## config.mk

```make
export PLATFORM = sky130hd
export DESIGN_NAME = instr_mix_profiler
export DESIGN_NICKNAME = d
export VERILOG_FILES = /design/src/rtl/profiler_pkg.sv /design/src/rtl/sat_counter.sv /design/src/rtl/profiler_ctrl.sv /design/src/rtl/profiler_datapath.sv /design/src/rtl/instr_mix_profiler.sv
export SDC_FILE = /design/constraint.sdc
export NUM_CORES = 1
export LEC_CHECK = 0
export BUFFER_PORTS_ARGS = -buffer_cell sky130_fd_sc_hd__buf_2
export CORE_ASPECT_RATIO = 0.6
export CORE_MARGIN = 2
export CORE_UTILIZATION = 55
export CTS_CLUSTER_DIAMETER = 150
export DETAILED_ROUTE_END_ITERATION = 8
export PLACE_DENSITY_LB_ADDON = 0.2
export SLEW_MARGIN = 20
export SYNTH_ARGS = -nofsm -noshare
export SYNTH_HDL_FRONTEND = slang
export SYNTH_HIERARCHICAL = 1
export SYNTH_SLANG_ARGS = --single-unit
```

## constraint.sdc

```tcl
create_clock -name clk -period 4.1 [get_ports clk]
set_clock_uncertainty 0.15 [all_clocks]
set_input_delay 0.82 -clock clk [delete_from_list [all_inputs] [get_ports clk]]
set_output_delay 0.82 -clock clk [all_outputs]
set_load 0.02 [all_outputs]
```

## src/rtl/profiler_pkg.sv

```systemverilog
package profiler_pkg;

  // width of the per-instruction cost carried from control to datapath
  localparam int COST_W = 8;

  typedef struct packed {
    logic              clr;       // zero everything this edge
    logic              incInst;   // count a retired instruction
    logic              incRegWr;  // count a register-writing instruction
    logic              incMem;    // count a memory instruction
    logic [COST_W-1:0] cost;      // period cost in percent of base
  } profStrobe_t;

endpackage

```

## src/rtl/sat_counter.sv

```systemverilog
module sat_counter #(
  parameter int W     = 32,
  parameter int INC_W = 1
) (
  input  logic             clk,
  input  logic             rstN,
  input  logic             clr,
  input  logic             en,
  input  logic [INC_W-1:0] inc,
  output logic [W-1:0]     value
);

  localparam logic [W-1:0] MAX_VAL = {W{1'b1}};

  logic [W:0]   sum;
  logic [W-1:0] nextVal;

  always_comb begin
    sum     = {1'b0, value} + {{(W + 1 - INC_W){1'b0}}, inc};
    nextVal = sum[W] ? MAX_VAL : sum[W-1:0];
  end

  always_ff @(posedge clk) begin
    if (!rstN || clr) value <= '0;
    else if (en)      value <= nextVal;
  end

  // a clear leaves zero behind
  assert_clear_zero_R7: assert property (@(posedge clk) disable iff (!rstN)
    clr |=> (value == '0));

  // without a clear the value never goes down (no wrap)
  assert_no_wrap_R6: assert property (@(posedge clk) disable iff (!rstN)
    !clr |=> (value >= $past(value)));

  // a value at its ceiling stays there
  assert_sat_hold_R6: assert property (@(posedge clk) disable iff (!rstN)
    (!clr && value == MAX_VAL) |=> (value == MAX_VAL));

  // idle cycles leave the value alone
  assert_idle_stable_R2: assert property (@(posedge clk) disable iff (!rstN)
    (!clr && !en) |=> $stable(value));

endmodule

```

## src/rtl/profiler_ctrl.sv

```systemverilog
module profiler_ctrl
  import profiler_pkg::*;
#(
  parameter int BASE_COST  = 100,
  parameter int MEM_SAVE   = 30,
  parameter int REGWR_SAVE = 10
) (
  input  logic        clk,
  input  logic        rstN,
  input  logic        clear,
  input  logic        instValid,
  input  logic        wrReg,
  input  logic        rdMem,
  input  logic        wrMem,
  output profStrobe_t strobe
);

  localparam int MIN_COST = BASE_COST - MEM_SAVE - REGWR_SAVE;

  logic memTouch;
  int   costInt;

  always_comb begin
    memTouch = rdMem | wrMem;
    costInt  = BASE_COST;
    if (!memTouch) costInt = costInt - MEM_SAVE;
    if (!wrReg)    costInt = costInt - REGWR_SAVE;
  end

  always_comb begin
    strobe.clr      = clear;
    strobe.incInst  = instValid && !clear;
    strobe.incRegWr = instValid && !clear && wrReg;
    strobe.incMem   = instValid && !clear && memTouch;
    strobe.cost     = COST_W'(costInt);
  end

  // the cost handed to the datapath lies within the scheme's range
  assert_cost_range_R5: assert property (@(posedge clk) disable iff (!rstN)
    strobe.incInst |-> (int'(strobe.cost) >= MIN_COST && int'(strobe.cost) <= BASE_COST));

  // the clear blocks every increment strobe
  assert_clear_blocks_R7: assert property (@(posedge clk) disable iff (!rstN)
    strobe.clr |-> !(strobe.incInst || strobe.incRegWr || strobe.incMem));

endmodule

```

## src/rtl/profiler_datapath.sv

```systemverilog
module profiler_datapath
  import profiler_pkg::*;
#(
  parameter int CNT_W = 32,
  parameter int ACC_W = 40
) (
  input  logic             clk,
  input  logic             rstN,
  input  profStrobe_t      strobe,
  output logic [CNT_W-1:0] instCount,
  output logic [CNT_W-1:0] regWrCount,
  output logic [CNT_W-1:0] memCount,
  output logic [ACC_W-1:0] periodSum
);

  localparam int N_EVENTS = 3;

  logic [N_EVENTS-1:0] evEn;
  logic [CNT_W-1:0]    evVal [N_EVENTS];

  assign evEn = {strobe.incMem, strobe.incRegWr, strobe.incInst};

  for (genvar g = 0; g < N_EVENTS; g++) begin : g_event
    sat_counter #(.W(CNT_W), .INC_W(1)) u_cnt (
      .clk   (clk),
      .rstN  (rstN),
      .clr   (strobe.clr),
      .en    (evEn[g]),
      .inc   (1'b1),
      .value (evVal[g])
    );
  end

  sat_counter #(.W(ACC_W), .INC_W(COST_W)) u_acc (
    .clk   (clk),
    .rstN  (rstN),
    .clr   (strobe.clr),
    .en    (strobe.incInst),
    .inc   (strobe.cost),
    .value (periodSum)
  );

  assign instCount  = evVal[0];
  assign regWrCount = evVal[1];
  assign memCount   = evVal[2];

  // register-writing instructions never outnumber all instructions
  assert_regwr_le_inst_R3: assert property (@(posedge clk) disable iff (!rstN)
    regWrCount <= instCount);

  // memory instructions never outnumber all instructions
  assert_mem_le_inst_R4: assert property (@(posedge clk) disable iff (!rstN)
    memCount <= instCount);

  // the sum moves exactly when the instruction count is asked to
  assert_sum_idle_R2: assert property (@(posedge clk) disable iff (!rstN)
    (!strobe.clr && !strobe.incInst) |=> $stable(periodSum));

endmodule

```

## src/rtl/instr_mix_profiler.sv

```systemverilog
module instr_mix_profiler
  import profiler_pkg::*;
#(
  parameter int CNT_W      = 32,
  parameter int ACC_W      = 40,
  parameter int BASE_COST  = 100,
  parameter int MEM_SAVE   = 30,
  parameter int REGWR_SAVE = 10
) (
  input  logic             clk,
  input  logic             rstN,
  input  logic             clear,
  input  logic             instValid,
  input  logic             wrReg,
  input  logic             rdMem,
  input  logic             wrMem,
  output logic [CNT_W-1:0] instCount,
  output logic [CNT_W-1:0] regWrCount,
  output logic [CNT_W-1:0] memCount,
  output logic [ACC_W-1:0] periodSum
);

  initial begin
    assert_param_cost_R5: assert (BASE_COST < (1 << COST_W) && ACC_W > COST_W &&
                                   BASE_COST >= MEM_SAVE + REGWR_SAVE)
      else $error("profiler cost parameters out of range");
  end

  profStrobe_t strobe;

  profiler_ctrl #(
    .BASE_COST  (BASE_COST),
    .MEM_SAVE   (MEM_SAVE),
    .REGWR_SAVE (REGWR_SAVE)
  ) u_ctrl (
    .clk       (clk),
    .rstN      (rstN),
    .clear     (clear),
    .instValid (instValid),
    .wrReg     (wrReg),
    .rdMem     (rdMem),
    .wrMem     (wrMem),
    .strobe    (strobe)
  );

  profiler_datapath #(
    .CNT_W (CNT_W),
    .ACC_W (ACC_W)
  ) u_dp (
    .clk        (clk),
    .rstN       (rstN),
    .strobe     (strobe),
    .instCount  (instCount),
    .regWrCount (regWrCount),
    .memCount   (memCount),
    .periodSum  (periodSum)
  );

endmodule

```

* After elaboration in Yosys (flattened, before gate mapping)
Cells that the tools add are included.
** Word-level totals
- Bits in registers :: 136
- Input bits :: 7
- Output and inout port bits :: 136
** Cells by class
- Add/sub/neg operators :: 5
- Mux-type cells :: 6
- Bitwise operators :: 1
- Reductions and logical operators :: 6
** Operators by type and width (number)
- $add A32 B1 Y33 const B :: 3
- $mux W32 :: 3
- $add A40 B8 Y41 :: 1
- $mux W40 :: 1
- $mux W8 :: 1
- $sub A7 B4 Y8 const B :: 1
- $mux W6 :: 1
- $logic_and A1 B1 Y1 :: 3
- $logic_not A1 Y1 :: 2
- $logic_or A1 B1 Y1 :: 1
- $or A1 B1 Y1 :: 1

* Logic depth before layout (Yosys ltp)
Gate-level depths: netlist of run 1.
- Depth after elaboration :: 6
- Mapped depth :: 11

* Hierarchy
The synthesis of run 1 kept the hierarchy.
** Modules (own cells, without submodules)
- sat_counter (u_dp.g_event[0].u_cnt ...) :: times used 3, cells an instance 195, area each 1684.1 um2, seq. area each 640.6 um2
- sat_counter (u_dp.u_acc) :: times used 1, cells an instance 255, area each 2177.1 um2, seq. area each 800.8 um2
- profiler_ctrl :: times used 1, cells an instance 14, area each 91.3 um2, seq. area each 0.0 um2
- profiler_datapath :: times used 1, cells an instance 1, area each 3.8 um2, seq. area each 0.0 um2

* Worst setup path after synthesis of run 1
OpenSTA, ideal clock, no wires.
- Path kind :: input -> register
- Start :: input port wrMem
- End :: register u_dp.u_acc.value[11]
- Library setup time :: 132 ps
- Arrival :: 3075 ps
- Setup slack :: 743 ps
- Stages :: 11
- Path buffers :: 2
- Cells stage by stage :: or2_1 -> ha_1 -> inv_1 -> fa_1 -> a211oi_1 -> o211ai_2 -> and2_0 -> clkbuf_1 -> nand3_1 -> clkbuf_1 -> o21ai_0
** RTL lines
- from (decl) :: RTL line instr_mix_profiler.sv:16 : input logic wrMem,
- to (signal assigned) :: RTL line sat_counter.sv:25 : else if (en) value <= nextVal;
- to (decl) :: RTL line sat_counter.sv:10 : output logic [W-1:0] value

==> impl_metrics.tcl, run 1 <==
set metrics [dict create \
    synth-seq-area-share_pct 37.17 \
    p_leak_uw 0.003400 \
    reg2regPathDepth 5 \
    core_area_um2 12930 \
    htreeDepth 4 \
    start_util_pct 56.64 \
    synth_cells 855 \
    fin_crit_ps 3408 \
    postSynth.asyncResetShare_pct 0 \
    netSwitchingFraction_pct 21.69 \
    vdd_drop_max_mv 0.2761 \
    arrival_ps 3540 \
    dieArea_um2 14290 \
    hpwl_mm 13.26 \
    grt_pass1_vias 6137 \
    ant_nets 0 \
    worstMarginPinSlew_ps 940.9 \
    min_period_over_period_pct 83.11 \
    internal_power_uw 2465 \
    cts_setup_buffers 0 \
    diodes 0 \
    port_buffers 142 \
    min_to "u_dp/g_event[2].u_cnt/value[31]" \
    avgViaCountPerCell 6.069 \
    finalHoldViolCount 0 \
    synth_warnings 6 \
    cts_tree "done" \
    multi_input_area_um2 4257 \
    synth_edf_count 0 \
    layout.nets 1009 \
    grt_overflow 0 \
    synthesis.area_um2 7325 \
    synthDominantAreaCellType "dfxtp_1" \
    rows 32 \
    hp-class "reg2reg" \
    tns_ps 0 \
    gp_congestion 0.8678 \
    track_usage_pct 26.32 \
    io_pins 143 \
    antenna_found_initial 0 \
    clkPwrFrac_pct 54.4 \
    cp-start-kind "input port" \
    die_y_um 93.39 \
    mostFrequentLayoutCells "142 x buf_2, 136 x dfxtp_1, 51 x xnor2_1, 49 x nand3_1, 49 x nand2_1" \
    clockBufferDepth 2 \
    critPathRequiredTime_ps 4230 \
    rsz0062_at_grt "no" \
    setup_viol 0 \
    wirelength_mm 18.95 \
    areaGrowthSynthToFinish_pct 19.80 \
    crit_type "in2reg" \
    whs_ps 339.6 \
    cts_buffers 17 \
    worstHoldPathCells 2 \
    r2r_end "u_dp/g_event[0].u_cnt/value[14]" \
    worst-r2r-setup-slack_ps 1250 \
    synth-seq-cells 136 \
    worstPathMaxFanout 21 \
    avgSynthCellArea_um2 8.567 \
    yosys-top-cells-area "dfxtp_1 37%, xnor2_1 6.1%, nand4_1 4.0%, a31oi_1 3.8%, nand3_1 3.3%" \
    ys_types 59 \
    cpMaxStageDelayCell "fa_1" \
    max_stage_delay_ps 460 \
    run_status "finished clean" \
    cts_resized 0 \
    root_buffer "clkbuf_16" \
    drive_gt1_share_pct 23.72 \
    relSlewSlack_pct 37.04 \
    fillers 1063 \
    clk_pin_slew_ps 60 \
    firstDrtPassIters 5 \
    clkSinkCount 136 \
    report.final.slew_viol_count 0 \
    holdBufCountCts 0 \
    crit_path_end_kind "flop" \
    drc 0 \
    p_comb_share_pct 3.4 \
    p_seq_share_pct 42.2 \
    seqCellArea_um2 2723 \
    wire_per_inst_um 16.21 \
    power_density_nw_per_um2 358.8 \
    grt_max_degree 31 \
    hold_start "u_dp/g_event[2].u_cnt/value[31]" \
    synth_flop_cell "dfxtp_1" \
    cp_cell_sequence "buf_2, or2_1, ha_1, inv_1, fa_1, a211oi_1, o211ai_2, and2_0, nand3_1, buf_4, o21ai_0" \
    drtIter0Drc 653 \
    worstSkewPairLatency_ps 420 \
    maxCapViolations 0 \
    fp.dieW_um 153.0 \
    final_common_cell "buf_2" \
    netlist.area_leader.share_pct 37.17 \
    grt_pass1_wl_mm 31.06 \
    switching_power_uw 683.0 \
    rr_startpoint "u_dp/g_event[0].u_cnt/value[0]" \
    max_freq_mhz 293.5 \
    num_vias 7095 \
]
[cells in the mapped netlist, drive strengths merged, types with 9 or more instances]
| library cell | n |
|---|---|
| nand3 | 50 |
| nor3 | 31 |
| o31ai | 9 |
| a31o | 15 |
| a211oi | 9 |
| xnor2 | 51 |
| a31oi | 44 |
| xor2 | 12 |
| nand4 | 58 |
| and2 | 9 |
| inv | 33 |
| clkbuf | 32 |
| nor4 | 20 |
| nand2b | 10 |
| a21oi | 53 |
| nand2 | 49 |
| o211ai | 10 |
| nor2 | 47 |
| ha | 15 |
| o21ai | 43 |
| dfxtp | 136 |
| buf | 16 |
| or4 | 9 |
| or2 | 10 |
| a41o | 10 |
| and3 | 10 |
[critical path: cells and delay by family]
kind                     cells  cell delay (ps)
AND/OR/NAND/NOR              3              780
adder cells (fa/ha/maj)      2              770
AO/OA/AOI/OAI                3              730
buffers and inverters        3              430
[kinds of logic (layout without fill, tap and decap cells)]
kind of cell	count (synthesis)	in the layout	synth area share [%]
flip-flops	136	136	37.17
multiplexers	6	6	0.8200
adder cells (fa/ha/maj)	16	16	2.836
AND/OR/NAND/NOR	330	330	26.51
AO/OA/AOI/OAI	221	221	20.00
XOR/XNOR	63	63	7.533
buffers and inverters	81	219	5.022
other	2	8	0.1025
[state kept, by name, indices dropped and copies added (netlist names)]
signal	count
u_dp/u_acc/value	40
u_dp/g_event.u_cnt/value	96
[metrics by stage]
stage / area, um^2 / total power [uW] / setup slack [ps] / std cells / utilization, %
2_1_floorplan: 7347 / 1437 / 743.2 / 861 / -
3_3_place_gp: 8117 / 1462 / 382.2 / 1137 / 62.76
3_5_place_dp: 8117 / 1463 / 361.5 / 1137 / 62.76
4_1_cts: 8775 / 3168 / 734.8 / 1169 / 67.85
5_1_grt: 8775 / 3239 / 500.6 / 1169 / 67.85
6_report: 8775 / 3148 / 692.3 / 1169 / 67.85
[power by group through the flow]
stage	logic (uW)	clock network (uW)	registers (uW)
after CTS	107	1730	1330
after detailed placement	106	0	1360
after floorplan	75.6	0	1360
after global routing	118	1790	1330
final	108	1710	1330
after global placement	105	0	1360
[cell type report]
cell class              count  share of cell area [%]
flip-flops and latches    136                   31.03
multi-input cells         644                   48.51
well taps                 170                   2.424
repair buffers            154                   9.126
inverters                  33                   1.412
clock buffers              19                   5.048
clock inverters            13                   2.453
[per-layer routing]
metal	vias up	global-route usage, %	part of all wire, %
li1	3489	-	-
met1	3337	39.94	51
met2	245	37.00	41
met3	24	5.190	6.8
met4	0	8.796	1.6
met5	-	0	0
[worst max path at each step]
stage / endpoint / slack (ps) / start / cells after the start
floorplan: u_dp/u_acc/value[11] / 740 / wrMem / 11
global placement: u_dp/u_acc/value[23] / 380 / wrMem / 11
detailed placement: u_dp/u_acc/value[34] / 360 / wrMem / 11
CTS: u_dp/u_acc/value[18] / 730 / wrMem / 11
global route: u_dp/u_acc/value[18] / 500 / wrMem / 11
finish: u_dp/u_acc/value[18] / 690 / wrMem / 11
Power figures use the tool's default switching activity.
==> inputs of run 2 (changes only) <==
Settings changed: CORE_UTILIZATION 55 to 50.
Clock period 4.1 ns to 3 ns, I/O delays scaled along.
==> run 2 against run 1 <==
Setup slack got worse by 550 ps. Critical endpoint is now u_dp/u_acc/value[16]. Power rose by 34%. Utilization fell by 5.0 points. Via count up 1.8%. Clock power rose by 32%. Combinational power is 47% higher. Largest cell class unchanged. Flip-flop and latch count stayed put. Sequential share of layout area fell by 0.99 points.
==> impl_metrics.tcl, run 2 (synthesis results as in run 1) <==
set metrics [dict create \
    min_to "u_dp/g_event[1].u_cnt/value[31]" \
    avgViaCountPerCell 5.865 \
    hpwl_mm 13.54 \
    arrival_ps 3020 \
    antenna_found_initial 0 \
    min_period_over_period_pct 95.40 \
    worstPathMaxFanout 5 \
    firstDrtPassIters 8 \
    root_buffer "clkbuf_16" \
    hp-class "reg2reg" \
    htreeDepth 4 \
    finalHoldViolCount 0 \
    max_stage_delay_ps 380 \
    drtIter0Drc 497 \
    vdd_drop_max_mv 0.3261 \
    drive_gt1_share_pct 26.40 \
    clk_pin_slew_ps 60 \
    drc 0 \
    max_freq_mhz 349.4 \
    clkSinkCount 136 \
    cts_resized 0 \
    grt_max_degree 30 \
    worstSkewPairLatency_ps 410 \
    rows 34 \
    report.final.slew_viol_count 0 \
    crit_top_cell "ha_1" \
    io_pins 143 \
    place_ws_ps -224.3 \
    layout_setup_ws_ps 138.0 \
    dieArea_um2 15660 \
    clockBufferDepth 2 \
    whs_ps 330.9 \
    grt_overflow 0 \
    power_density_nw_per_um2 465.7 \
    core_area_um2 14420 \
    rsz0062_at_grt "no" \
    cts_tree "done" \
    die_y_um 97.75 \
    start_util_pct 50.79 \
    rr_startpoint "u_dp/u_acc/value[10]" \
    hold_start "u_dp/g_event[1].u_cnt/value[31]" \
    worst-r2r-setup-slack_ps 630 \
    design_area_um2 9062 \
    layout.nets 1044 \
    port_buffers 142 \
    p_total_uw 4220 \
    cp-start-kind "input port" \
    critPathRequiredTime_ps 3160 \
    worstMarginPinSlew_ps 730.9 \
    regMostFlops "u_dp/g_event.u_cnt/value" \
    worstHoldPathCells 2 \
    maxCapViolations 0 \
    grt_pass1_vias 6332 \
    wire_per_inst_um 15.73 \
    cp_cell_sequence "buf_2, or2_1, ha_1, ha_1, o211ai_1, o211ai_2, buf_4, nand2_1, nor3_1, a31oi_1, a211oi_1" \
    holdBufCountCts 0 \
    num_vias 7226 \
    final_common_cell "buf_2" \
    reg_top3 "u_dp/g_event.u_cnt/value x96, u_dp/u_acc/value x40" \
    r2r_end "u_dp/u_acc/value[5]" \
    cpMaxStageDelayCell "ha_1" \
    relSlewSlack_pct 51.18 \
    fin_util_pct 62.84 \
    crit_path_end_kind "flop" \
    track_usage_pct 24.44 \
    areaGrowthSynthToFinish_pct 23.73 \
    cts_setup_buffers 0 \
    reg2regPathDepth 6 \
    place_area_um2 8434 \
    diodes 0 \
    gp_congestion 0.8517 \
    largest_reg_flops 96 \
    mostFrequentLayoutCells "142 x buf_2, 136 x dfxtp_1, 51 x xnor2_1, 49 x nand3_1, 49 x nand2_1" \
    p_leak_uw 0.003542 \
    setup_viol 0 \
    grt_pass1_wl_mm 31.85 \
    fp.dieW_um 160.3 \
    cts_buffers 17 \
    fin_crit_ps 2862 \
    ant_nets 0 \
    run_status "finished clean" \
    fillers 1274 \
    crit_type "in2reg" \
    wirelength_mm 19.38 \
]
==> run 2: worst max path at each step <==
stage / start / endpoint / slack (ps) / cells past startpoint
after global placement: wrMem / u_dp/u_acc/value[21] / -210 / 11
after global routing: wrMem / u_dp/u_acc/value[23] / 10 / 11
after floorplan: wrMem / u_dp/u_acc/value[12] / 30 / 11
final: wrMem / u_dp/u_acc/value[16] / 140 / 11
after CTS: wrMem / u_dp/u_acc/value[23] / 200 / 11
after detailed placement: wrMem / u_dp/u_acc/value[19] / -220 / 11
==> run 2: cell type report <==
type / count / area (um^2) / area share, %
Clock buffer: 19 / 432.9 / 4.777
Clock inverter: 13 / 195.2 / 2.154
Inverter: 33 / 123.9 / 1.367
Multi-Input combinational cell: 644 / 4264 / 47.05
Sequential cell: 136 / 2723 / 30.04
Tap cell: 198 / 247.7 / 2.734
Timing Repair Buffer: 189 / 1076 / 11.87
==> run 2: per-stage QoR <==
| step | instances | TNS, ps |
|---|---|---|
| detailed placement | 1200 | -2689 |
| finish | 1232 | 0 |
| floorplan | 861 | 0 |
| CTS | 1232 | 0 |
| global placement | 1200 | -1763 |
| global route | 1232 | 0 |
==> run 2: worst max-delay path, delay by kind of cell <==
kind / cells / cell delay [ps]
AOI/OAI and AO/OA: 4 / 770
adders and majority gates: 2 / 700
and+or+nand+nor: 3 / 670
buffers and inverters: 2 / 270
==> run 2: where the power goes <==
group          leakage [uW]  internal [uW]  switching [uW]
combinational       0.00215           57.4             102
sequential          0.00110           1810            4.58
clock              0.000295           1400             841
==> run 2: layer usage <==
layer | GRT usage [%] | vias to the layer above | part of all wire (%)
li1 | - | 3557 | -
met1 | 37.29 | 3430 | 52
met2 | 35.13 | 230 | 42
met3 | 5.268 | 9 | 5.9
met4 | 5.544 | 0 | 0.83
met5 | 0 | - | 0
==> inputs of run 3 (changes only) <==
==> constraint.sdc (replaced) <==
create_clock -name clk -period 2.55 [get_ports clk]
set_clock_uncertainty 0.15 [all_clocks]
set_input_delay 0.3825 -clock clk [delete_from_list [all_inputs] [get_ports clk]]
set_output_delay 0.3825 -clock clk [all_outputs]
set_load 0.02 [all_outputs]
==> run 3 against run 2 <==
Power is 19% higher. Wire length is 2.5% higher. Combinational power up 31%. Via count rose by 1.2%. Largest cell class unchanged. Flip-flop and latch count stayed put.
==> impl_metrics.tcl, run 3 (synthesis results as in run 1) <==
set metrics [dict create \
    run_status "finished clean" \
    port_buffers 142 \
    cpLargestDelayFamily "simple AND/OR/NAND/NOR gates" \
    wirelength_mm 19.87 \
    largest_reg_flops 96 \
    crit_path_end_kind "flop" \
    reg_top3 "u_dp/g_event.u_cnt/value x96, u_dp/u_acc/value x40" \
    ant_nets 0 \
    arrival_ps 2570 \
    cpMaxStageDelayCell "nor3_1" \
    wire_per_inst_um 15.85 \
    core_area_um2 14420 \
    die_y_um 97.75 \
    dp.cells 1223 \
    hp-class "in2reg" \
    min_period_over_period_pct 95.43 \
    clockBufferDepth 2 \
    htreeDepth 4 \
    crit_type "in2reg" \
    worst-r2r-setup-slack_ps 230 \
    place_area_um2 8681 \
    design_area_um2 9323 \
    grt_overflow 0 \
    drive_gt1_share_pct 28.72 \
    diodes 0 \
    critPathRequiredTime_ps 2690 \
    clkSinkCount 136 \
    cp_cell_sequence "buf_2, or2_4, ha_4, ha_4, o211ai_1, o211ai_2, buf_4, nand4_2, nor3_1, xnor2_1, o21ai_1" \
    fp.dieW_um 160.3 \
    antenna_found_initial 0 \
    vdd_drop_max_mv 0.3907 \
    num_vias 7315 \
    worstMarginPinSlew_ps 639.5 \
    firstDrtPassIters 5 \
    switching_power_uw 1070 \
    cp-start-kind "input port" \
    worstPathMaxFanout 9 \
    fin_crit_ps 2433 \
    relSlewSlack_pct 57.28 \
    regMostFlops "u_dp/g_event.u_cnt/value" \
    layout_setup_ws_ps 116.6 \
    rows 34 \
    final_common_cell "buf_2" \
    setup_viol 0 \
    root_buffer "clkbuf_16" \
    worst-path-buf-inv 2 \
    power_density_nw_per_um2 540.4 \
    p_seq_share_pct 42.4 \
    clk_pin_slew_ps 60 \
    internal_power_uw 3968 \
    p_comb_share_pct 4.1 \
    layout.nets 1067 \
    p_leak_uw 0.003679 \
    mostFrequentLayoutCells "142 x buf_2, 136 x dfxtp_1, 67 x buf_4, 51 x xnor2_1, 49 x nand2_1" \
    hpwl_mm 14.13 \
    areaGrowthSynthToFinish_pct 27.28 \
    grt_max_degree 30 \
    max_freq_mhz 411.0 \
    crit_top_cell "ha_4" \
    rsz0062_at_grt "no" \
    netSwitchingFraction_pct 21.24 \
    cts_tree "done" \
    gp_congestion 0.8659 \
    finalHoldViolCount 0 \
    place_ws_ps -274.4 \
    grt_pass1_wl_mm 33.18 \
    grt_pass1_vias 6401 \
    drc 0 \
    report.final.slew_viol_count 0 \
    dieArea_um2 15660 \
    cts_buffers 17 \
    max_stage_delay_ps 330 \
    worstSkewPairLatency_ps 410 \
    io_pins 143 \
    fin_cells 1253 \
    drtIter0Drc 531 \
    clkPwrFrac_pct 53.5 \
    cts_setup_buffers 0 \
    maxCapViolations 0 \
    avgViaCountPerCell 5.838 \
    fin_util_pct 64.65 \
    holdBufCountCts 0 \
    start_util_pct 50.79 \
    track_usage_pct 25.42 \
]
-- run 3: worst register-to-register path, cell delays in order (launching register included) --
cell,delay (ps)
dfxtp_1,460
nand4_4,180
or3_4,460
nor4_4,510
nand3_4,110
buf_4,180
a31oi_1,190
-- run 3: power groups by stage --
stage / Sequential [uW] / Combinational [uW] / Clock [uW]
3_3_place_gp: 2180 / 201 / 0
4_1_cts: 2140 / 207 / 2740
6_report: 2140 / 208 / 2690
3_5_place_dp: 2180 / 205 / 0
5_1_grt: 2140 / 229 / 2840
2_1_floorplan: 2190 / 131 / 0
-- run 3: path summary, 6_finish.rpt --
kind                                   startpoint                              end  depth (start not counted)
setup reg to reg              u_dp/u_acc/value[9]              u_dp/u_acc/value[3]                          6
hold reg to reg   u_dp/g_event[0].u_cnt/value[31]  u_dp/g_event[0].u_cnt/value[31]                          2
setup / recovery                            wrMem             u_dp/u_acc/value[34]                         11
hold / removal                              clear              u_dp/u_acc/value[2]                          4
-- run 3: per-layer routing --
layer  vias to the layer above  track usage (%)  part of all wire [%]
li1                       3598                -                     -
met5                         -                0                     0
met3                        16            4.758                   6.8
met1                      3448            39.56                    51
met4                         0            7.346                   1.1
met2                       253            35.33                    41
-- run 3: area by class of cell --
class | count | area, um^2
well taps | 198 | 247.7
fillers | 1250 | 5099
repair buffers | 212 | 1274
clock buffers | 19 | 442.9
flip-flops and latches | 136 | 2723
inverters | 33 | 123.9
clock inverters | 11 | 198.9
multi-input cells | 644 | 4313
-- run 3: what timing repair did --
item,CTS,global route
endpoints found under the setup margin,0,1
hold endpoints to repair,0,0
resized for setup,0,1
-- run 3: metrics by stage --
step / hold WS [ps] / power (uW) / TNS (ps)
2_1_floorplan: 395.2 / 2319 / -1229
3_3_place_gp: 315.3 / 2383 / -5102
3_5_place_dp: 317.1 / 2387 / -6805
4_1_cts: 303.5 / 5087 / 0
5_1_grt: 340.4 / 5204 / 0
6_report: 326.6 / 5038 / 0
